$ cat src/rtl/uni_shift_reg_pkg.sv
package uni_shift_reg_pkg;

  typedef enum logic [1:0] {
    MODE_HOLD  = 2'b00,
    MODE_UP    = 2'b01,
    MODE_DOWN  = 2'b10,
    MODE_LOAD  = 2'b11
  } modeE;

  typedef struct packed {
    logic clear;
    logic load;
    logic shiftUp;
    logic shiftDown;
    logic drive;
  } ctrlS;

endpackage

$ cat src/rtl/usr_ctrl.sv
module usr_ctrl
  import uni_shift_reg_pkg::*;
#(
  parameter int NUM_OE = 2
) (
  input  logic              rstN,
  input  logic [1:0]        modeSel,
  input  logic [NUM_OE-1:0] oeN,
  output ctrlS              ctrl
);

  modeE mode;
  logic enablesOn;

  assign mode      = modeE'(modeSel);
  assign enablesOn = ~|oeN;

  always_comb begin
    ctrl           = '0;
    ctrl.clear     = ~rstN;
    if (rstN) begin
      unique case (mode)
        MODE_LOAD: ctrl.load      = 1'b1;
        MODE_UP:   ctrl.shiftUp   = 1'b1;
        MODE_DOWN: ctrl.shiftDown = 1'b1;
        default:   ;
      endcase
    end
    ctrl.drive = enablesOn && (mode != MODE_LOAD);
  end

endmodule

$ cat src/rtl/usr_datapath.sv
module usr_datapath
  import uni_shift_reg_pkg::*;
#(
  parameter int WIDTH = 8
) (
  input  logic             clk,
  input  ctrlS             ctrl,
  input  logic             serInRight,
  input  logic             serInLeft,
  input  logic [WIDTH-1:0] busIn,
  output logic [WIDTH-1:0] regQ
);

  localparam int TOP = WIDTH - 1;

  logic [WIDTH-1:0] regNext;

  for (genvar i = 0; i < WIDTH; i++) begin : g_bit
    logic fromBelow;
    logic fromAbove;

    if (i == 0) begin : g_low
      assign fromBelow = serInRight;
    end else begin : g_lowMid
      assign fromBelow = regQ[i-1];
    end

    if (i == TOP) begin : g_high
      assign fromAbove = serInLeft;
    end else begin : g_highMid
      assign fromAbove = regQ[i+1];
    end

    always_comb begin
      if (ctrl.clear)          regNext[i] = 1'b0;
      else if (ctrl.load)      regNext[i] = busIn[i];
      else if (ctrl.shiftUp)   regNext[i] = fromBelow;
      else if (ctrl.shiftDown) regNext[i] = fromAbove;
      else                     regNext[i] = regQ[i];
    end
  end

  always_ff @(posedge clk) begin
    regQ <= regNext;
  end

endmodule

$ cat src/rtl/uni_shift_reg.sv
module uni_shift_reg
  import uni_shift_reg_pkg::*;
#(
  parameter int WIDTH  = 8,
  parameter int NUM_OE = 2
) (
  input  logic              clk,
  input  logic              rstN,
  input  logic [1:0]        modeSel,
  input  logic              serInRight,
  input  logic              serInLeft,
  input  logic [NUM_OE-1:0] oeN,
  input  logic [WIDTH-1:0]  busIn,
  output logic [WIDTH-1:0]  busOut,
  output logic              busDriveEn,
  output logic              serOutLow,
  output logic              serOutHigh
);

  ctrlS             ctrl;
  logic [WIDTH-1:0] regQ;

  usr_ctrl #(.NUM_OE(NUM_OE)) u_ctrl (
    .rstN    (rstN),
    .modeSel (modeSel),
    .oeN     (oeN),
    .ctrl    (ctrl)
  );

  usr_datapath #(.WIDTH(WIDTH)) u_dp (
    .clk        (clk),
    .ctrl       (ctrl),
    .serInRight (serInRight),
    .serInLeft  (serInLeft),
    .busIn      (busIn),
    .regQ       (regQ)
  );

  assign busOut     = regQ;
  assign busDriveEn = ctrl.drive;
  assign serOutLow  = regQ[0];
  assign serOutHigh = regQ[WIDTH-1];

endmodule

$ cat config.mk
export PLATFORM = sky130hd
export DESIGN_NAME = uni_shift_reg
export DESIGN_NICKNAME = d
export VERILOG_FILES = /design/src/rtl/uni_shift_reg_pkg.sv /design/src/rtl/usr_ctrl.sv /design/src/rtl/usr_datapath.sv /design/src/rtl/uni_shift_reg.sv
export SDC_FILE = /design/constraint.sdc
export NUM_CORES = 1
export LEC_CHECK = 0
export BUFFER_PORTS_ARGS = -buffer_cell sky130_fd_sc_hd__buf_2
export CAP_MARGIN = 30
export CORE_AREA = 2 2 39 41
export CTS_CLUSTER_DIAMETER = 80
export CTS_CLUSTER_SIZE = 14
export DETAILED_ROUTE_END_ITERATION = 8
export DIE_AREA = 0 0 41 43
export PLACE_DENSITY = 0.66
export SETUP_SLACK_MARGIN = 0.3
export SYNTH_ARGS = -nofsm -noshare
export SYNTH_HDL_FRONTEND = slang
export SYNTH_SLANG_ARGS = --single-unit
$ cat constraint.sdc
create_clock -name clk -period 0.8 [get_ports clk]
set_input_delay 0.04 -clock clk [delete_from_list [all_inputs] [get_ports clk]]
set_output_delay 0.04 -clock clk [all_outputs]
set_load 0.05 [all_outputs]
## Word-level counts from Yosys, hierarchy flattened

Cells that the tools add are included.

- Input port bits: 16
- Register bits: 8
- Output and inout port bits: 11

- Equality and inequality tests: 4
- Muxes and demuxes: 28
- Reduce and logical (&&, ||, !) cells: 4

Operator list:

| operator | count |
|---|---|
| $mux W1 | 27 |
| $eq A2 B2 Y1 const B | 2 |
| $mux W3 | 1 |
| $reduce_bool A3 Y1 | 1 |
| $eq A2 B1 Y1 const B | 1 |
| $ne A2 B2 Y1 const B | 1 |
| $reduce_or A2 Y1 | 1 |
| $logic_and A1 B1 Y1 | 1 |
| $logic_not A1 Y1 | 1 |

## Longest topological paths before layout

Gate-level depths: netlist of the first run.

- Depth in word-level cells: 6
- Gate-level depth with buffers: 4
- Mapped depth without buffers: 2

## Modules after synthesis

From an unflattened synthesis of the first run, not the netlist that was laid out.

- Cell total of the unflattened synthesis: 46
- Area, all modules: 521.8 um^2

Modules (own cells, without submodules):

| module | times used | cells each | area each (um^2) |
|---|---|---|---|
| usr_datapath | 1 | 39 | 465.4 |
| usr_ctrl | 1 | 5 | 41.3 |
| uni_shift_reg | 1 | 2 | 15.0 |

## Least setup slack after synthesis of the first run

Ideal clock, no wire load.

- Path kind: in2out
- From: input modeSel[0]
- To: output busDriveEn
- Required time: 0.760 ns
- Buffers on the path: 2
- Setup slack: -0.766 ns
- Arrival: 1.526 ns
- Stages: 3
- Path through: buf_6 > buf_12 > a211oi_1

- Word-level cells in the longest chain between the ends: 2

Ends and longest elaborated chain:

| what | RTL line | source |
|---|---|---|
| start: declaration | uni_shift_reg.sv:9 | `input logic [1:0] modeSel,` |
| $ne A2 B2 Y1 | usr_ctrl.sv:29 | `ctrl.drive = enablesOn && (mode != MODE_LOAD);` |
| $logic_and A1 B1 Y1 | usr_ctrl.sv:29 |  |
| end: declaration | uni_shift_reg.sv:15 | `output logic busDriveEn,` |

No other way between the ends.

## Worst setup path in the final report of the first run

- From: register u_dp.regQ[7]
- To: output serOutHigh

RTL lines:

| what | RTL line | source |
|---|---|---|
| start: declaration | usr_datapath.sv:11 | `output logic [WIDTH-1:0] regQ` |
| start signal: assignment | usr_datapath.sv:44 | `regQ <= regNext;` |
| end: declaration | uni_shift_reg.sv:17 | `output logic serOutHigh` |

No word-level cell between the ends.

==> impl_metrics.csv, run 1 <==
group,metric,value,unit
timing,totalNegativeSetupSlack,-11.2,ps
grt,via_count_of_the_first_global_routing_pass,384,
placement,placed_cells_incl_taps,77,
yosys,synth_seq_area_share,0.366,
critical_path,critical-path-top-delay-family,"flip-flops",
yosys,synth.distinct_cells,10,
final_layout,regMostFlops,"u_dp.regQ",
cts,h-tree-depth,1,
timing,slew_headroom,0.783,
critical_path,setup.worst_path.class,"reg2out",
cts,cts_tree,"built",
cts,clk_path_buf_depth,2,
yosys,syn-instance-count,40,
floorplan,boundaryPins,27,
timing,fmax,1.24,GHz
route,detailroute.via_count,409,
yosys,post_synth_instance_area,438,um^2
grt,gr-usage-met2,0.184,
final_layout,fin_cells,82,
critical_path,cp_data_arrival_time,770,ps
route,totalWireLength,1040,um
final_layout,nNetsFinal,84,
final_layout,area.growth.synth_to_final,71.1,%
grt,grt_pass1_wl,1460,um
final_layout,final_core_utilization,0.542,
timing,post-route-min-period,806,ps
timing,final_hold_fails,0,
pwr,post-layout-total-power,1.13,mW
placement,place.port_buffers,26,
timing,fin_worst_hold_slack,56.0,ps
grt,initial_antenna_violation_count,0,
floorplan,num_rows,14,
critical_path,ff2ff_setup_slack,70,ps
final_layout,total_non_filler_cell_area_in_the_finished_layout,749,um^2
timing,timing.final.ws_setup,-5.76,ps
grt,gr-usage-met3,0.0419,
hold_path,hold_path_end,"u_dp.regQ[7]",
critical_path,timing.reg2reg.worst_path_depth,2,
yosys,ys_ff_latch,8,
timing,finalSetupViolCount,2,
critical_path,buffering_stage_count_on_the_worst_path_with_inverters_included,1,
route,drt_pre_antenna_iters,3,
critical_path,cp-end-kind,"primary output",
pwr,total_leakage_power,0.345,nW
final_layout,reg.largest.list,"u_dp.regQ: 8 flops",
timing,clock_skew,4.44,ps
run,max-cap-violations,0,
cts,root_buffer,"sky130_fd_sc_hd__clkbuf_4",
yosys,syn_avg_cell_area,10.9,um^2
final_layout,most_common_library_cell_in_the_layout_ignoring_fill_and_taps,"sky130_fd_sc_hd__mux2i_1",
floorplan,die_w,41,um
cts,worst_skew_pair.late_latency,250,ps
pwr,power_density,1500,mW/mm^2
critical_path,reg_to_reg_startpoint,"u_dp.regQ[2]",
hold_path,tightest_hold_check_type,"in2reg",
timing,slew_viol_final,0,
placement,placed_cell_areas,581,um^2
floorplan,core,0.00138,mm^2
route,remaining_drc_errors,0,
critical_path,critical-path-max-stage-delay,360,ps
final_layout,largest_register_ff_count,8,
placement,place.gp.congestion,0.705,
final_layout,post_route_cells_drive_above_1_share,0.606,
route,ant_nets,0,
cts,numCtsBuffers,3,
grt,grt-busiest-layer,"met2",
floorplan,die_area,0.00176,mm^2
yosys,synth_warnings,0,
timing,rsz0062_at_grt,"yes",
floorplan,dieHeight,43,um
critical_path,critical_path.reg2reg.endpoint,"u_dp.regQ[3]",
hold_path,hp-start,"busIn[7]",
grt,grt.overflow.total,0,
cts,cts.sink_count,8,
critical_path,critPathMaxFanout,4,
grt,grt_start_max_net_pins,9,
pwr,worst_ir_drop_vdd,0.804,mV
outcome,failed_checks,"setup timing",
grt,gr-usage-all-layers,0.125,
critical_path,cp-start-kind,"flop",
grt,grt_util_met1,0.148,
critical_path,cp_cell_sequence,"buf_6",
cts,ctsHoldBuffers,0,
outcome,outcome,"finished, violations left",
cts,path_clk_slew,50,ps
route,detail_route.vias_per_cell,4.99,
critical_path,required,760,ps
final_layout,most-common-layout-cells,"sky130_fd_sc_hd__mux2i_1 (16), sky130_fd_sc_hd__buf_2 (13), sky130_fd_sc_hd__buf_8 (9), sky130_fd_sc_hd__o22ai_1 (8), sky130_fd_sc_hd__dfxtp_4 (8)",
placement,dp_worst_setup_slack,-125,ps
route,initial_drt_markers,1,
timing,tightest_slew,326,ps
timing,layout_worst_path_cycle_share,1.01,
critical_path,cp_slowest_cell,"sky130_fd_sc_hd__dfxtp_4",
route,wl_per_cell,12.7,um
critical_path,worst-path-stages,1,
hold_path,min_delay_path_depth,3,
floorplan,initial_core_util,0.316,
final_layout,antenna-diode-count,0,
yosys,synth.net_count,56,
==> power breakdown <==
group	leakage, nW	internal, mW	total (mW)	switching (mW)
Clock	0.0138	0.171	0.299	0.128
Combinational	0.260	0.181	0.380	0.199
Sequential	0.0713	0.414	0.447	0.0329
Total	0.345	0.766	1.13	0.359
==> cells in the mapped netlist, drive strengths merged <==
master | n | area, um^2
dfxtp | 8 | 160
nand2 | 1 | 3.75
o22ai | 8 | 50.1
nand2b | 1 | 6.26
mux2i | 16 | 160
a211oi | 1 | 7.51
buf | 5 | 50.0
==> layout make-up <==
type	count	area (um^2)
Tap cell	16	20.0
Clock buffer	3	22.5
Fill cell	129	634
Timing Repair Buffer	28	277
Sequential cell	8	190
Multi-Input combinational cell	27	240
==> repair_timing <==
| action | in CTS | in global routing |
|---|---|---|
| resized for setup | 33 | 5 |
| setup buffers | 2 | 0 |
| endpoints found under the setup margin | 19 | 19 |
| pin swaps | 2 | 4 |
==> layer usage <==
| layer | wire, um | vias to the layer above |
|---|---|---|
| li1 | - | 202 |
| met1 | 408 | 191 |
| met2 | 550 | 16 |
| met3 | 85 | 0 |
| met4 | 0 | 0 |
| met5 | 0 | - |
==> worst max-delay path by stage <==
stage                 start           end
2_1_floorplan    modeSel[0]    busDriveEn
3_3_place_gp     modeSel[0]  u_dp.regQ[1]
3_5_place_dp     modeSel[0]  u_dp.regQ[1]
4_1_cts        u_dp.regQ[7]    serOutHigh
5_1_grt        u_dp.regQ[7]     busOut[7]
6_report       u_dp.regQ[7]    serOutHigh
==> kinds of logic after synthesis <==
| kind of cell | after synthesis | share of synthesized area |
|---|---|---|
| mux | 16 | 0.366 |
| compound gates | 9 | 0.131 |
| simple gates | 2 | 0.0229 |
| buf+inv | 5 | 0.114 |
| flops | 8 | 0.366 |
Note: power is estimated with default switching activity, not from simulation.
==> run 2: changes to the inputs <==
--- a/config.mk
+++ b/config.mk
@@ -9,10 +9,9 @@
 export CAP_MARGIN = 30
 export CORE_AREA = 2 2 39 41
 export CTS_CLUSTER_DIAMETER = 80
-export CTS_CLUSTER_SIZE = 14
+export CTS_CLUSTER_SIZE = 24
 export DETAILED_ROUTE_END_ITERATION = 8
 export DIE_AREA = 0 0 41 43
-export PLACE_DENSITY = 0.66
 export SETUP_SLACK_MARGIN = 0.3
 export SYNTH_ARGS = -nofsm -noshare
 export SYNTH_HDL_FRONTEND = slang
==> constraint.sdc (replaced) <==
create_clock -name clk -period 0.9 [get_ports clk]
set_input_delay 0.045 -clock clk [delete_from_list [all_inputs] [get_ports clk]]
set_output_delay 0.045 -clock clk [all_outputs]
set_load 0.05 [all_outputs]
==> impl_metrics.csv, run 2 (synthesis gave the netlist of run 1 again) <==
group,metric,value,unit
outcome,outcome,"finished clean",
timing,clock_skew,0.998,ps
floorplan,boundaryPins,27,
floorplan,core,0.00138,mm^2
route,totalWireLength,993,um
grt,gr-usage-all-layers,0.136,
timing,slew_viol_final,0,
timing,slew_headroom,0.796,
route,remaining_drc_errors,0,
final_layout,post_route_cells_drive_above_1_share,0.606,
cts,root_buffer,"sky130_fd_sc_hd__clkbuf_4",
route,ant_nets,0,
grt,grt_start_max_net_pins,12,
placement,post_detail_place_hpwl,693,um
route,initial_drt_markers,2,
run,max-cap-violations,0,
cts,h-tree-depth,1,
floorplan,die_w,41,um
grt,grt_pass1_wl,1630,um
final_layout,antenna-diode-count,0,
floorplan,die_area,0.00176,mm^2
final_layout,most_common_library_cell_in_the_layout_ignoring_fill_and_taps,"sky130_fd_sc_hd__mux2i_1",
final_layout,most-common-layout-cells,"sky130_fd_sc_hd__mux2i_1 (16), sky130_fd_sc_hd__buf_2 (13), sky130_fd_sc_hd__buf_8 (9), sky130_fd_sc_hd__o22ai_1 (8), sky130_fd_sc_hd__dfxtp_4 (8)",
final_layout,final_core_utilization,0.542,
timing,layout_worst_path_cycle_share,0.903,
critical_path,critical-path-top-delay-family,"flip-flops",
cts,worst_skew_pair.late_latency,250,ps
final_layout,reg.largest.list,"u_dp.regQ: 8 flops",
grt,grt.overflow.total,0,
placement,place.port_buffers,26,
cts,path_clk_slew,50,ps
route,detail_route.vias_per_cell,4.94,
cts,numCtsBuffers,3,
critical_path,cp-end-kind,"primary output",
grt,via_count_of_the_first_global_routing_pass,380,
final_layout,area.growth.synth_to_final,71.1,%
critical_path,cp_data_arrival_time,770,ps
grt,grt-busiest-layer,"met1",
timing,rsz0062_at_grt,"yes",
timing,fmax,1.23,GHz
cts,cts.sink_count,8,
route,wl_per_cell,12.1,um
grt,gr-usage-met2,0.181,
final_layout,largest_register_ff_count,8,
final_layout,fillCellCount,123,
floorplan,dieHeight,43,um
critical_path,setup.worst_path.start,"u_dp.regQ[7]",
floorplan,num_rows,14,
hold_path,tightest_hold_check_type,"in2reg",
hold_path,hp-start,"busIn[0]",
critical_path,critical-path-max-stage-delay,360,ps
pwr,post-layout-total-power,1.01,mW
timing,timing.final.ws_setup,87.2,ps
timing,final_hold_fails,0,
placement,place.gp.congestion,0.614,
timing,fin_worst_hold_slack,57.0,ps
grt,grt_util_met1,0.201,
timing,totalNegativeSetupSlack,0,ps
critical_path,buffering_stage_count_on_the_worst_path_with_inverters_included,1,
timing,post-route-min-period,813,ps
timing,finalSetupViolCount,0,
timing,tightest_slew,306,ps
critical_path,setup.worst_path.class,"reg2out",
route,detailroute.via_count,405,
floorplan,initial_core_util,0.316,
grt,initial_antenna_violation_count,0,
critical_path,critPathMaxFanout,4,
route,drt_pre_antenna_iters,2,
critical_path,reg_to_reg_startpoint,"u_dp.regQ[0]",
critical_path,cp_slowest_cell,"sky130_fd_sc_hd__dfxtp_4",
pwr,worst_ir_drop_vdd,1.06,mV
cts,cts_tree,"built",
critical_path,required,850,ps
final_layout,nNetsFinal,84,
cts,clk_path_buf_depth,2,
final_layout,regMostFlops,"u_dp.regQ",
critical_path,cp_cell_sequence,"buf_6",
placement,dp_worst_setup_slack,-33.6,ps
pwr,power_density,1340,mW/mm^2
critical_path,cp-start-kind,"flop",
grt,gr-usage-met3,0.0628,
pwr,total_leakage_power,0.346,nW
==> run 2: repair_timing <==
action,CTS,global route
pin swaps,2,4
gates resized for setup,32,6
buffers inserted,2,0
endpoints found under the hold margin,0,0
endpoints found under the setup margin,19,19
hold buffers,0,0
==> run 2: path summary, 6_finish.rpt <==
| kind | to | slack, ps | cells after the start |
|---|---|---|---|
| setup reg to reg | u_dp.regQ[1] | 180 | 2 |
| hold reg to reg | u_dp.regQ[0] | 560 | 2 |
| hold / removal | u_dp.regQ[0] | 60 | 3 |
| setup / recovery | serOutHigh | 90 | 1 |
==> run 2: through the flow <==
stage	instance area, um^2	std cells
2_1_floorplan	504	40
3_3_place_gp	581	77
3_5_place_dp	581	77
4_1_cts	728	82
5_1_grt	749	82
6_report	749	82
==> run 2: routing by layer <==
| layer | wire, um | up-vias |
|---|---|---|
| met1 | 416 | 191 |
| met3 | 41 | 0 |
| li1 | - | 203 |
| met5 | 0 | - |
| met2 | 535 | 11 |
| met4 | 0 | 0 |
==> run 2: power breakdown <==
group	switching, mW	internal, mW	leakage, nW
sequential	0.0296	0.368	0.0713
clock	0.120	0.152	0.0138
combinational	0.175	0.161	0.260
==> run 2: cell type report <==
class,count,area [um^2],area share
repair buffers,28,277,0.369
multi-input cells,27,240,0.321
flip-flops and latches,8,190,0.254
clock buffers,3,22.5,0.0301
well taps,16,20.0,0.0267
